[src/rtl/tlb_pkg.sv]
package tlb_pkg;
  localparam int VA_W     = 64;
  localparam int PG_BITS  = 13;
  localparam int VPN_W    = VA_W - PG_BITS;
  localparam int CTX_W    = 13;
  localparam int DATA_W   = 64;
  localparam int PPN_LO   = 13;
  localparam int PPN_W    = 28;
  localparam int PA_W     = PPN_W + PG_BITS;
  localparam int PERM_W   = 5;
  localparam int B_VALID  = 63;
  localparam int B_LOCK   = 6;
  localparam int B_GLOBAL = 0;

  typedef struct packed {
    logic [VPN_W-1:0]  vpn;
    logic [CTX_W-1:0]  ctx;
    logic [DATA_W-1:0] data;
  } tlb_slot_t;
endpackage

[src/rtl/tlb_rst_sync.sv]
module tlb_rst_sync (
  input  logic clk,
  input  logic rst_n,
  output logic rst_sync_n
);
  logic [1:0] sync_q;

  always_ff @(posedge clk or negedge rst_n) begin
    if (!rst_n) sync_q <= 2'b00;
    else        sync_q <= {sync_q[0], 1'b1};
  end

  assign rst_sync_n = sync_q[1];
endmodule

[src/rtl/tlb_match.sv]
module tlb_match
  import tlb_pkg::*;
#(
  parameter int N_ENT = 16,
  localparam int IDX_W = $clog2(N_ENT)
) (
  input  tlb_slot_t        slots [N_ENT],
  input  logic [VPN_W-1:0] q_vpn,
  input  logic [CTX_W-1:0] q_ctx,
  output logic             any_hit,
  output logic [IDX_W-1:0] hit_idx
);
  logic [N_ENT-1:0] match;

  for (genvar g = 0; g < N_ENT; g++) begin : g_cmp
    assign match[g] = slots[g].data[B_VALID] && (slots[g].vpn == q_vpn) &&
                      (slots[g].data[B_GLOBAL] || (slots[g].ctx == q_ctx));
  end

  always_comb begin
    hit_idx = '0;
    for (int i = N_ENT - 1; i >= 0; i--) begin
      if (match[i]) hit_idx = IDX_W'(i);
    end
  end

  assign any_hit = |match;
endmodule

[src/rtl/tlb_lru.sv]
module tlb_lru #(
  parameter int N_ENT = 16,
  localparam int IDX_W = $clog2(N_ENT)
) (
  input  logic                   clk,
  input  logic                   rst_n,
  input  logic                   touch_en,
  input  logic [IDX_W-1:0]       touch_idx,
  input  logic [N_ENT-1:0]       valid_vec,
  input  logic [N_ENT-1:0]       lock_vec,
  output logic                   victim_ok,
  output logic [IDX_W-1:0]       victim_idx,
  output logic [N_ENT*IDX_W-1:0] rank_flat
);
  logic [IDX_W-1:0] rank_q [N_ENT];
  logic [IDX_W-1:0] rank_d [N_ENT];
  logic             free_ok, old_ok;
  logic [IDX_W-1:0] free_idx, old_idx, old_rank;

  always_comb begin
    for (int i = 0; i < N_ENT; i++) begin
      rank_d[i] = rank_q[i];
      if (IDX_W'(i) == touch_idx)            rank_d[i] = '0;
      else if (rank_q[i] < rank_q[touch_idx]) rank_d[i] = rank_q[i] + 1'b1;
    end
  end

  always_ff @(posedge clk or negedge rst_n) begin
    if (!rst_n) begin
      for (int i = 0; i < N_ENT; i++) rank_q[i] <= IDX_W'(i);
    end else if (touch_en) begin
      for (int i = 0; i < N_ENT; i++) rank_q[i] <= rank_d[i];
    end
  end

  always_comb begin
    free_ok  = 1'b0;
    free_idx = '0;
    for (int i = N_ENT - 1; i >= 0; i--) begin
      if (!valid_vec[i]) begin
        free_ok  = 1'b1;
        free_idx = IDX_W'(i);
      end
    end
  end

  always_comb begin
    old_ok   = 1'b0;
    old_idx  = '0;
    old_rank = '0;
    for (int i = 0; i < N_ENT; i++) begin
      if (valid_vec[i] && !lock_vec[i] && (!old_ok || rank_q[i] > old_rank)) begin
        old_ok   = 1'b1;
        old_idx  = IDX_W'(i);
        old_rank = rank_q[i];
      end
    end
  end

  assign victim_ok  = free_ok | old_ok;
  assign victim_idx = free_ok ? free_idx : old_idx;

  for (genvar g = 0; g < N_ENT; g++) begin : g_flat
    assign rank_flat[g*IDX_W +: IDX_W] = rank_q[g];
  end
endmodule

[src/rtl/ctx_tlb.sv]
module ctx_tlb
  import tlb_pkg::*;
#(
  parameter int N_ENT = 16,
  localparam int IDX_W = $clog2(N_ENT)
) (
  input  logic              clk,
  input  logic              rst_n,
  input  logic              lk_valid,
  input  logic [VA_W-1:0]   lk_va,
  input  logic [CTX_W-1:0]  lk_ctx,
  output logic              lk_hit,
  output logic              lk_miss,
  output logic [PA_W-1:0]   lk_pa,
  output logic [PERM_W-1:0] lk_perm,
  input  logic              ins_valid,
  input  logic [VA_W-1:0]   ins_va,
  input  logic [CTX_W-1:0]  ins_ctx,
  input  logic [DATA_W-1:0] ins_data,
  output logic              ins_err,
  input  logic              dm_valid,
  input  logic [CTX_W-1:0]  dm_ctx
);
  logic                   rst_q_n;
  tlb_slot_t              slot_q [N_ENT];
  tlb_slot_t              slot_d [N_ENT];
  logic                   slot_en;
  logic [N_ENT-1:0]       valid_vec, lock_vec;
  logic                   any_hit;
  logic [IDX_W-1:0]       hit_idx;
  logic                   victim_ok;
  logic [IDX_W-1:0]       victim_idx;
  logic [N_ENT*IDX_W-1:0] rank_flat;
  logic                   ins_go, touch_en;
  logic [IDX_W-1:0]       touch_idx;
  tlb_slot_t              sel;

  tlb_rst_sync u_rst (.clk(clk), .rst_n(rst_n), .rst_sync_n(rst_q_n));

  for (genvar g = 0; g < N_ENT; g++) begin : g_vec
    assign valid_vec[g] = slot_q[g].data[B_VALID];
    assign lock_vec[g]  = slot_q[g].data[B_LOCK];
  end

  tlb_match #(.N_ENT(N_ENT)) u_match (
    .slots(slot_q), .q_vpn(lk_va[VA_W-1:PG_BITS]), .q_ctx(lk_ctx),
    .any_hit(any_hit), .hit_idx(hit_idx)
  );

  tlb_lru #(.N_ENT(N_ENT)) u_lru (
    .clk(clk), .rst_n(rst_q_n), .touch_en(touch_en), .touch_idx(touch_idx),
    .valid_vec(valid_vec), .lock_vec(lock_vec),
    .victim_ok(victim_ok), .victim_idx(victim_idx), .rank_flat(rank_flat)
  );

  assign ins_go    = ins_valid && !dm_valid && victim_ok;
  assign ins_err   = ins_valid && !dm_valid && !victim_ok;
  assign touch_en  = !dm_valid && (ins_go || (lk_valid && any_hit && !ins_valid));
  assign touch_idx = ins_go ? victim_idx : hit_idx;

  always_comb begin
    for (int i = 0; i < N_ENT; i++) slot_d[i] = slot_q[i];
    if (dm_valid) begin
      for (int i = 0; i < N_ENT; i++) begin
        if (valid_vec[i] && !lock_vec[i] && (slot_q[i].ctx == dm_ctx))
          slot_d[i].data[B_VALID] = 1'b0;
      end
    end else if (ins_go) begin
      slot_d[victim_idx].vpn  = ins_va[VA_W-1:PG_BITS];
      slot_d[victim_idx].ctx  = ins_ctx;
      slot_d[victim_idx].data = ins_data;
    end
  end

  assign slot_en = dm_valid || ins_go;

  always_ff @(posedge clk or negedge rst_q_n) begin
    if (!rst_q_n) begin
      for (int i = 0; i < N_ENT; i++) slot_q[i] <= '0;
    end else if (slot_en) begin
      for (int i = 0; i < N_ENT; i++) slot_q[i] <= slot_d[i];
    end
  end

  assign sel     = slot_q[hit_idx];
  assign lk_hit  = lk_valid && any_hit;
  assign lk_miss = lk_valid && !any_hit;
  assign lk_pa   = lk_hit ? {sel.data[PPN_LO +: PPN_W], lk_va[PG_BITS-1:0]} : '0;
  assign lk_perm = lk_hit ? sel.data[B_LOCK-1:B_GLOBAL+1] : '0;
endmodule

[config.mk]
export PLATFORM = sky130hd
export DESIGN_NAME = ctx_tlb
export DESIGN_NICKNAME = d
export VERILOG_FILES = /design/src/rtl/tlb_pkg.sv /design/src/rtl/tlb_rst_sync.sv /design/src/rtl/tlb_match.sv /design/src/rtl/tlb_lru.sv /design/src/rtl/ctx_tlb.sv
export SDC_FILE = /design/constraint.sdc
export NUM_CORES = 2
export LEC_CHECK = 0
export BUFFER_PORTS_ARGS = -buffer_cell sky130_fd_sc_hd__buf_2
export CAP_MARGIN = 10
export CORE_MARGIN = 1.5
export CORE_UTILIZATION = 50
export DETAILED_ROUTE_END_ITERATION = 16
export PLACE_DENSITY = 0.69
export REMOVE_ABC_BUFFERS = 1
export SLEW_MARGIN = 20
export SYNTH_ARGS = -nofsm -noshare
export SYNTH_HDL_FRONTEND = slang
export SYNTH_SLANG_ARGS = --single-unit
[constraint.sdc]
create_clock -name clk -period 53.1 [get_ports clk]
set_input_delay 10.62 -clock clk [delete_from_list [all_inputs] [get_ports clk]]
set_output_delay 10.62 -clock clk [all_outputs]
set_load 0.03 [all_outputs]
Word-level counts from Yosys, hierarchy flattened
Cells that the tools add are included.
W data, S select, Z words.
{"block": "op_classes", "add_sub_neg": 16, "muxes": 178, "n_eq_ne": 79, "mul": 0, "n_lt_le_gt_ge": 35, "n_div": 0, "n_shift": 0, "n_bitwise": 5, "n_reduce_logical": 207}
{"cell": "$bwmux W2048", "n": 3}
{"cell": "$mux W1984", "n": 1}
{"cell": "$demux W128 S4", "n": 3}
{"cell": "$eq A51 B51 Y1", "n": 16}
{"cell": "$bmux W128 S4", "n": 1}
{"cell": "$eq A13 B13 Y1", "n": 32}
{"cell": "$mux W4", "n": 91}
{"cell": "$mux W128", "n": 1}
{"cell": "$mux W41", "n": 3}
{"cell": "$logic_and A1 B1 Y1", "n": 87}
{"cell": "$mux W77", "n": 1}
{"cell": "$mux W1", "n": 65}
{"cell": "$add A4 B1 Y4 const B", "n": 16}
{"cell": "$lt A4 B4 Y1", "n": 16}
{"cell": "$mux W64", "n": 1}
{"cell": "$gt A4 B4 Y1", "n": 15}
{"cell": "$reduce_and A3 Y1", "n": 17}
{"cell": "$logic_not A1 Y1", "n": 35}
{"cell": "$reduce_bool A2 Y1", "n": 17}
{"cell": "$logic_or A1 B1 Y1", "n": 33}
{"cell": "$eq A4 B4 Y1 const A", "n": 8}
{"cell": "$ne A2 B1 Y1 const B", "n": 16}
{"cell": "$reduce_and A2 Y1", "n": 16}
{"cell": "$bmux W4 S4", "n": 1}
{"cell": "other kinds (13)", "n": 25}
{"block": "word_totals", "in_bits": 236, "wordCells": 601, "ff_bits": 2114, "output_inout_bits": 49, "mem_count": 0, "latch_bits": 0, "ramBits": 0, "mem_bits_ro": 0}

Depth between registers and ports, before layout
{"block": "logic_depth", "word_depth": 74, "depth_mapped": 142, "ltp_nobuf": 140}

Modules after synthesis
A second synthesis with hierarchy kept.
{"block": "hier_totals", "cells_unflattened": 7848, "hier_area_um2": 104199.9}
{"module": "ctx_tlb", "area_each_um2": 83654.0, "cells_per_inst": 5231, "n_inst": 1, "seq_area_each_um2": 51249.2}
{"module": "tlb_match", "area_each_um2": 12072.8, "cells_per_inst": 1600, "n_inst": 1, "seq_area_each_um2": 0.0}
{"module": "tlb_lru", "area_each_um2": 8419.3, "cells_per_inst": 1014, "n_inst": 1, "seq_area_each_um2": 1641.6}
{"module": "tlb_rst_sync", "area_each_um2": 53.8, "cells_per_inst": 3, "n_inst": 1, "seq_area_each_um2": 50.0}

Worst setup path before layout
No wires, ideal clock.
{"block": "synth_timing", "path_kind": "input -> output", "start": "in lk_va[32]", "end": "out lk_pa[24]", "path_stages": 18, "n_path_buf": 4, "setup_slack_ps": 27753, "arrival_time_ps": 14727, "t_required_ps": 42480, "cell_sequence": "clkbuf_1 buf_1 xnor2_1 o221ai_1 a2111oi_0 nand4_1 or4_1 o21ai_0 nor3_1 a21oi_1 clkbuf_1 buf_1 mux2i_1 nand2_1 o211ai_1 o21ai_0 nand2_1 a21oi_1"}
{"block": "synth_via", "elab_chain_len": 24, "elab_cells_between_ends": 71, "classes_between": "eq/ne (16); mux (20); bitwise (1); reduce/logical (34)"}
{"element": "start: declaration", "line_no": "ctx_tlb.sv:10", "source": "input logic [VA_W-1:0] lk_va,"}
{"element": "$eq A51 B51 Y1", "line_no": "tlb_match.sv:16", "source": "assign match[g] = slots[g].data[B_VALID] && (slots[g].vpn == q_vpn) &&"}
{"element": "$logic_and A1 B1 Y1 (2 in a row)", "line_no": "tlb_match.sv:16"}
{"element": "$mux W4 (16 in a row)", "line_no": "tlb_match.sv:23", "source": "if (match[i]) hit_idx = IDX_W'(i);"}
{"element": "$not A4 Y5 (not written as such)", "line_no": "ctx_tlb.sv:85", "source": "assign sel = slot_q[hit_idx];"}
{"element": "$bmux W128 S4", "line_no": "ctx_tlb.sv:85"}
{"element": "$mux W41 (not written as such) (2 in a row)", "line_no": "ctx_tlb.sv:85"}
{"element": "$mux W41 (*)", "line_no": "ctx_tlb.sv:88", "source": "assign lk_pa = lk_hit ? {sel.data[PPN_LO +: PPN_W], lk_va[PG_BITS-1:0]} : '0;"}
{"element": "end: declaration", "line_no": "ctx_tlb.sv:14", "source": "output logic [PA_W-1:0] lk_pa,"}
Every way passes the cells marked *; elsewhere a longest branch is shown, timed or not. The select of a mux whose other input is x is not followed.

Final worst setup path
{"block": "layout_timing", "start": "reg slot_q[1983] (netlist name)", "end": "reg u_lru.rank_q, in the netlist u_lru.rank_flat[51]"}
{"block": "layout_via", "elab_chain_len": 72, "elab_cells_between_ends": 130, "classes_between": "order compare (16); eq/ne (1); mux (55); bitwise (2); reduce/logical (56)"}
{"element": "$logic_and A1 B1 Y1", "line_no": "tlb_lru.sv:52", "source": "if (valid_vec[i] && !lock_vec[i] && (!old_ok || rank_q[i] > old_rank)) begin"}
{"element": "$mux W4 or $mux W1 (tied branches)", "line_no": "tlb_lru.sv:52"}
{"element": "$gt A4 B4 Y1 or $logic_not A1 Y1 (tied branches)", "line_no": "tlb_lru.sv:52"}
{"element": "$logic_or A1 B1 Y1", "line_no": "tlb_lru.sv:52"}
{"element": "$logic_and A1 B1 Y1", "line_no": "tlb_lru.sv:52"}
{"element": "$mux W4 or $mux W1 (tied branches)", "line_no": "tlb_lru.sv:52"}
{"element": "$gt A4 B4 Y1 or $logic_not A1 Y1 (tied branches)", "line_no": "tlb_lru.sv:52"}
{"element": "$logic_or A1 B1 Y1", "line_no": "tlb_lru.sv:52"}
{"element": "(+55 left out)"}
{"element": "$logic_and A1 B1 Y1", "line_no": "ctx_tlb.sv:56", "source": "assign ins_go = ins_valid && !dm_valid && victim_ok;"}
{"element": "$mux W4", "line_no": "ctx_tlb.sv:59", "source": "assign touch_idx = ins_go ? victim_idx : hit_idx;"}
{"element": "$not A4 Y5 (not written as such)", "line_no": "tlb_lru.sv:24", "source": "else if (rank_q[i] < rank_q[touch_idx]) rank_d[i] = rank_q[i] + 1'b1;"}
{"element": "$bmux W4 S4", "line_no": "tlb_lru.sv:24"}
{"element": "$mux W4 (not written as such) (2 in a row)", "line_no": "tlb_lru.sv:24"}
{"element": "$lt A4 B4 Y1", "line_no": "tlb_lru.sv:24"}
{"element": "$reduce_bool A2 Y1 (no line)"}
{"element": "$reduce_and A2 Y1 (no line)"}
{"element": "end: declaration", "line_no": "tlb_lru.sv:15", "source": "logic [IDX_W-1:0] rank_q [N_ENT];"}
Several ways; a longest one is shown, not always the timed one. The select of a mux whose other input is x is not followed.
A chain may end at the register's enable or synchronous reset.

==> reports/qor.csv <==
metric,value,unit
outcome,"finished, final reports clean",
Leak,45.2,nW
Synth Register Bits,1666,
PostCTS Resize Cnt,0,
endpoints failing hold,0,
period utilization,0.576,
"commonest non-fill, non-tap cells in the layout","mux2_2, dfrtp_1, xnor2_1",
gr usage total,0.322,
core area,0.174,sq mm
Syn-to-layout area delta,10.4,%
Max-Cap Viols,0,
Clock H-tree levels,4,
R2R cell count,127,
Crit-path slowest cell,a21oi_1,
max frequency,32.7,MHz
Cell Pwr Density,35.4,mW/mm^2
first-pass GRT wire length,424000,um
Vias/cell,6.32,
worst hold path class,reg2reg,
cell internal pwr,2.41,mW
delay of the slowest cell on the worst path,730,ps
Switch Pwr,1.02,mW
per-cell routed wire length,29.3,um
Hold Buf Count CTS,0,
initial antenna violation count,42,
TritonCTS clock tree,done,
Syn Area/Cell,11.8,sq um
Netlist cell types,105,
Initial Util,0.504,
Gate Count Post-Synth,7402,
gpl congestion,0.944,
WS Path Type,reg2reg,
Std-Cell Rows,153,
"commonest non-fill, non-tap cell in the layout",mux2_2,
io pins,285,
Least-Margin Pin Slew,1360,ps
clock-pin slew on the worst setup and hold paths,60,ps
Final #Nets,7748,
CTS root buf,clkbuf_16,
part of the power in registers,0.440,
Max VDD drop,0.0339,mV
Ys Warns,0,
total number of vias,62300,
Slew Limit Fails,0,
share of cells above drive strength 1,0.320,
maximum fanout along the worst path,22,
number of buffers created by CTS,181,
Critical Path Sink Type,flop,
Setup Viol. Count Final,0,
die span in y,422,um
Fin Setup TNS,0,ps
Post-DP Area,0.0907,sq mm
crit start category,flop,
worst setup path start,slot_q[1983],
Reg-to-Reg Start,slot_q[1983],
Relative slew margins,0.0843,
Sink Count,1666,
placed wire-length estimate,170000,um
Net Sw Frac,0.296,
Worst-Skew Late Latency,890,ps
mapped cell area,0.0876,sq mm
R2R Setup Slk,22520,ps
Finished Cell Area,0.0968,sq mm
worst setup path end,u_lru.rank_flat[51],
worst path arrival time,31350,ps
vias in the first global route,62400,
Total Wirelength,289000,um
Clk pwr share,0.370,
Final Critical Period,30580,ps
sequential area share after synthesis,0.476,
drt drc,0,
Synth Flop Type,dfrtp_1,
grt ovf,0,
DIE AREA,0.178,sq mm
Post-synth ARST share,1.00,
maximum root-to-sink buffer count,3,
clock skew,89.9,ps
Routed Antenna Nets,0,
RSZ-0062 raised after global routing,no,
R2R Path End,u_lru.rank_flat[51],
port buffer count,243,
first-pass iteration count of the detailed router,8,
Logic pwr share,0.190,
DR iter-0 viols,6821,
post-CTS setup buffers,0,
largest net degree at the start of global routing,193,
Die X,422,um
CP most frequent cell,a21oi_1,
Worst EP required,53870,ps
"EDFF count, synth",0,
-- cell type report --
cell class              count  area, sq um
inverters                 167          627
fillers                 14500        77300
repair buffers            359         2200
diodes                     10         25.0
well taps                2325         2910
flip-flops and latches   1666        41700
clock buffers             277         5310
clock inverters            41          641
multi-input cells        5021        43300
-- through the flow --
step | power [mW] | worst slack (ps) | util | cells | hold slack, ps
floorplan | 1.96 | 3280 | - | 6854 | 331
global placement | 2.14 | 23590 | 0.521 | 9536 | 332
detailed placement | 2.17 | 23110 | 0.521 | 9536 | 341
CTS | 3.43 | 22930 | 0.555 | 9854 | 356
global route | 3.57 | 20280 | 0.556 | 9858 | 371
finish | 3.43 | 22520 | 0.556 | 9866 | 355
-- sequential cells by signal, indices dropped and copies added, names as in the netlist --
signal           count
u_lru.rank_flat     64
slot_q            1584
lock_vec            16
u_rst.sync_q         2
-- per-layer routing --
layer  up-vias  GRT usage  wire length (um)
met1     32100      0.419            114000
met3       873     0.0756             27200
met2      2983      0.502            132000
met4        38      0.160             15900
li1      26300          -                 -
met5         -          0               304
-- worst min path at each step --
stage	from	to	depth (start not counted)
finish	u_rst.sync_q[0]	u_rst.sync_q[1]	0
global route	u_rst.sync_q[0]	u_rst.sync_q[1]	0
CTS	u_rst.sync_q[0]	u_rst.sync_q[1]	0
detailed placement	u_rst.sync_q[0]	u_rst.sync_q[1]	0
global placement	u_rst.sync_q[0]	u_rst.sync_q[1]	0
floorplan	u_rst.sync_q[0]	u_rst.sync_q[1]	0
-- cell usage after synthesis, types with 12 or more instances --
cell type / instances / area, sq um
mux2i_1: 167 / 1670
mux2_2: 1696 / 19100
nand3_1: 55 / 275
buf_1: 60 / 225
a32o_1: 17 / 170
a211oi_1: 16 / 120
a22o_1: 29 / 254
xor2_1: 456 / 3990
nand2b_1: 32 / 200
ha_1: 116 / 1450
dfrtp_1: 1634 / 40900
and3_1: 20 / 125
a221oi_1: 26 / 228
a31oi_1: 13 / 81.3
a41oi_1: 18 / 158
inv_1: 161 / 604
o22ai_1: 60 / 375
nor2_1: 113 / 424
o2bb2ai_1: 23 / 201
nor2b_1: 38 / 238
a211o_1: 17 / 149
dfstp_2: 32 / 841
o221ai_1: 14 / 123
o211ai_1: 84 / 631
clkbuf_1: 414 / 1550
nand4_1: 194 / 1210
nand2_1: 371 / 1390
a21o_1: 24 / 180
a311oi_1: 12 / 105
nor3_1: 55 / 275
o21ai_0: 263 / 1320
buf_2: 72 / 360
nor4_1: 172 / 1080
a21oi_1: 135 / 676
xnor2_1: 593 / 5190
-- critical path: cells and delay by family, from the launching register on --
family,cells,cell delay [ps]
buffers and inverters,9,950
AO/OA/AOI/OAI,62,15020
AND/OR/NAND/NOR,30,5740
multiplexers,9,3150
flip-flops,1,670
adder cells (fa/ha/maj),17,4930
-- power groups by stage --
stage / Clock (mW) / Combinational [mW] / Sequential [mW]
4_1_cts: 1.28 / 0.644 / 1.51
5_1_grt: 1.33 / 0.712 / 1.52
2_1_floorplan: 0 / 0.444 / 1.52
3_5_place_dp: 0 / 0.639 / 1.53
6_report: 1.27 / 0.650 / 1.51
3_3_place_gp: 0 / 0.621 / 1.52
-- logic make-up (layout without fill, tap and decap cells) --
| kind of cell | after synthesis | in the layout | share of synthesized area |
|---|---|---|---|
| adders and majority gates | 117 | 117 | 0.0167 |
| muxes | 1867 | 1867 | 0.238 |
| DFF | 1666 | 1666 | 0.476 |
| and+or+nand+nor | 1126 | 1126 | 0.0666 |
| buffers and inverters | 715 | 844 | 0.0318 |
| other | 1 | 11 | 0.0000428 |
| AOI/OAI and AO/OA | 861 | 861 | 0.0661 |
| xor gates and xnor gates | 1049 | 1049 | 0.105 |
(Power assumes the default switching activity.)
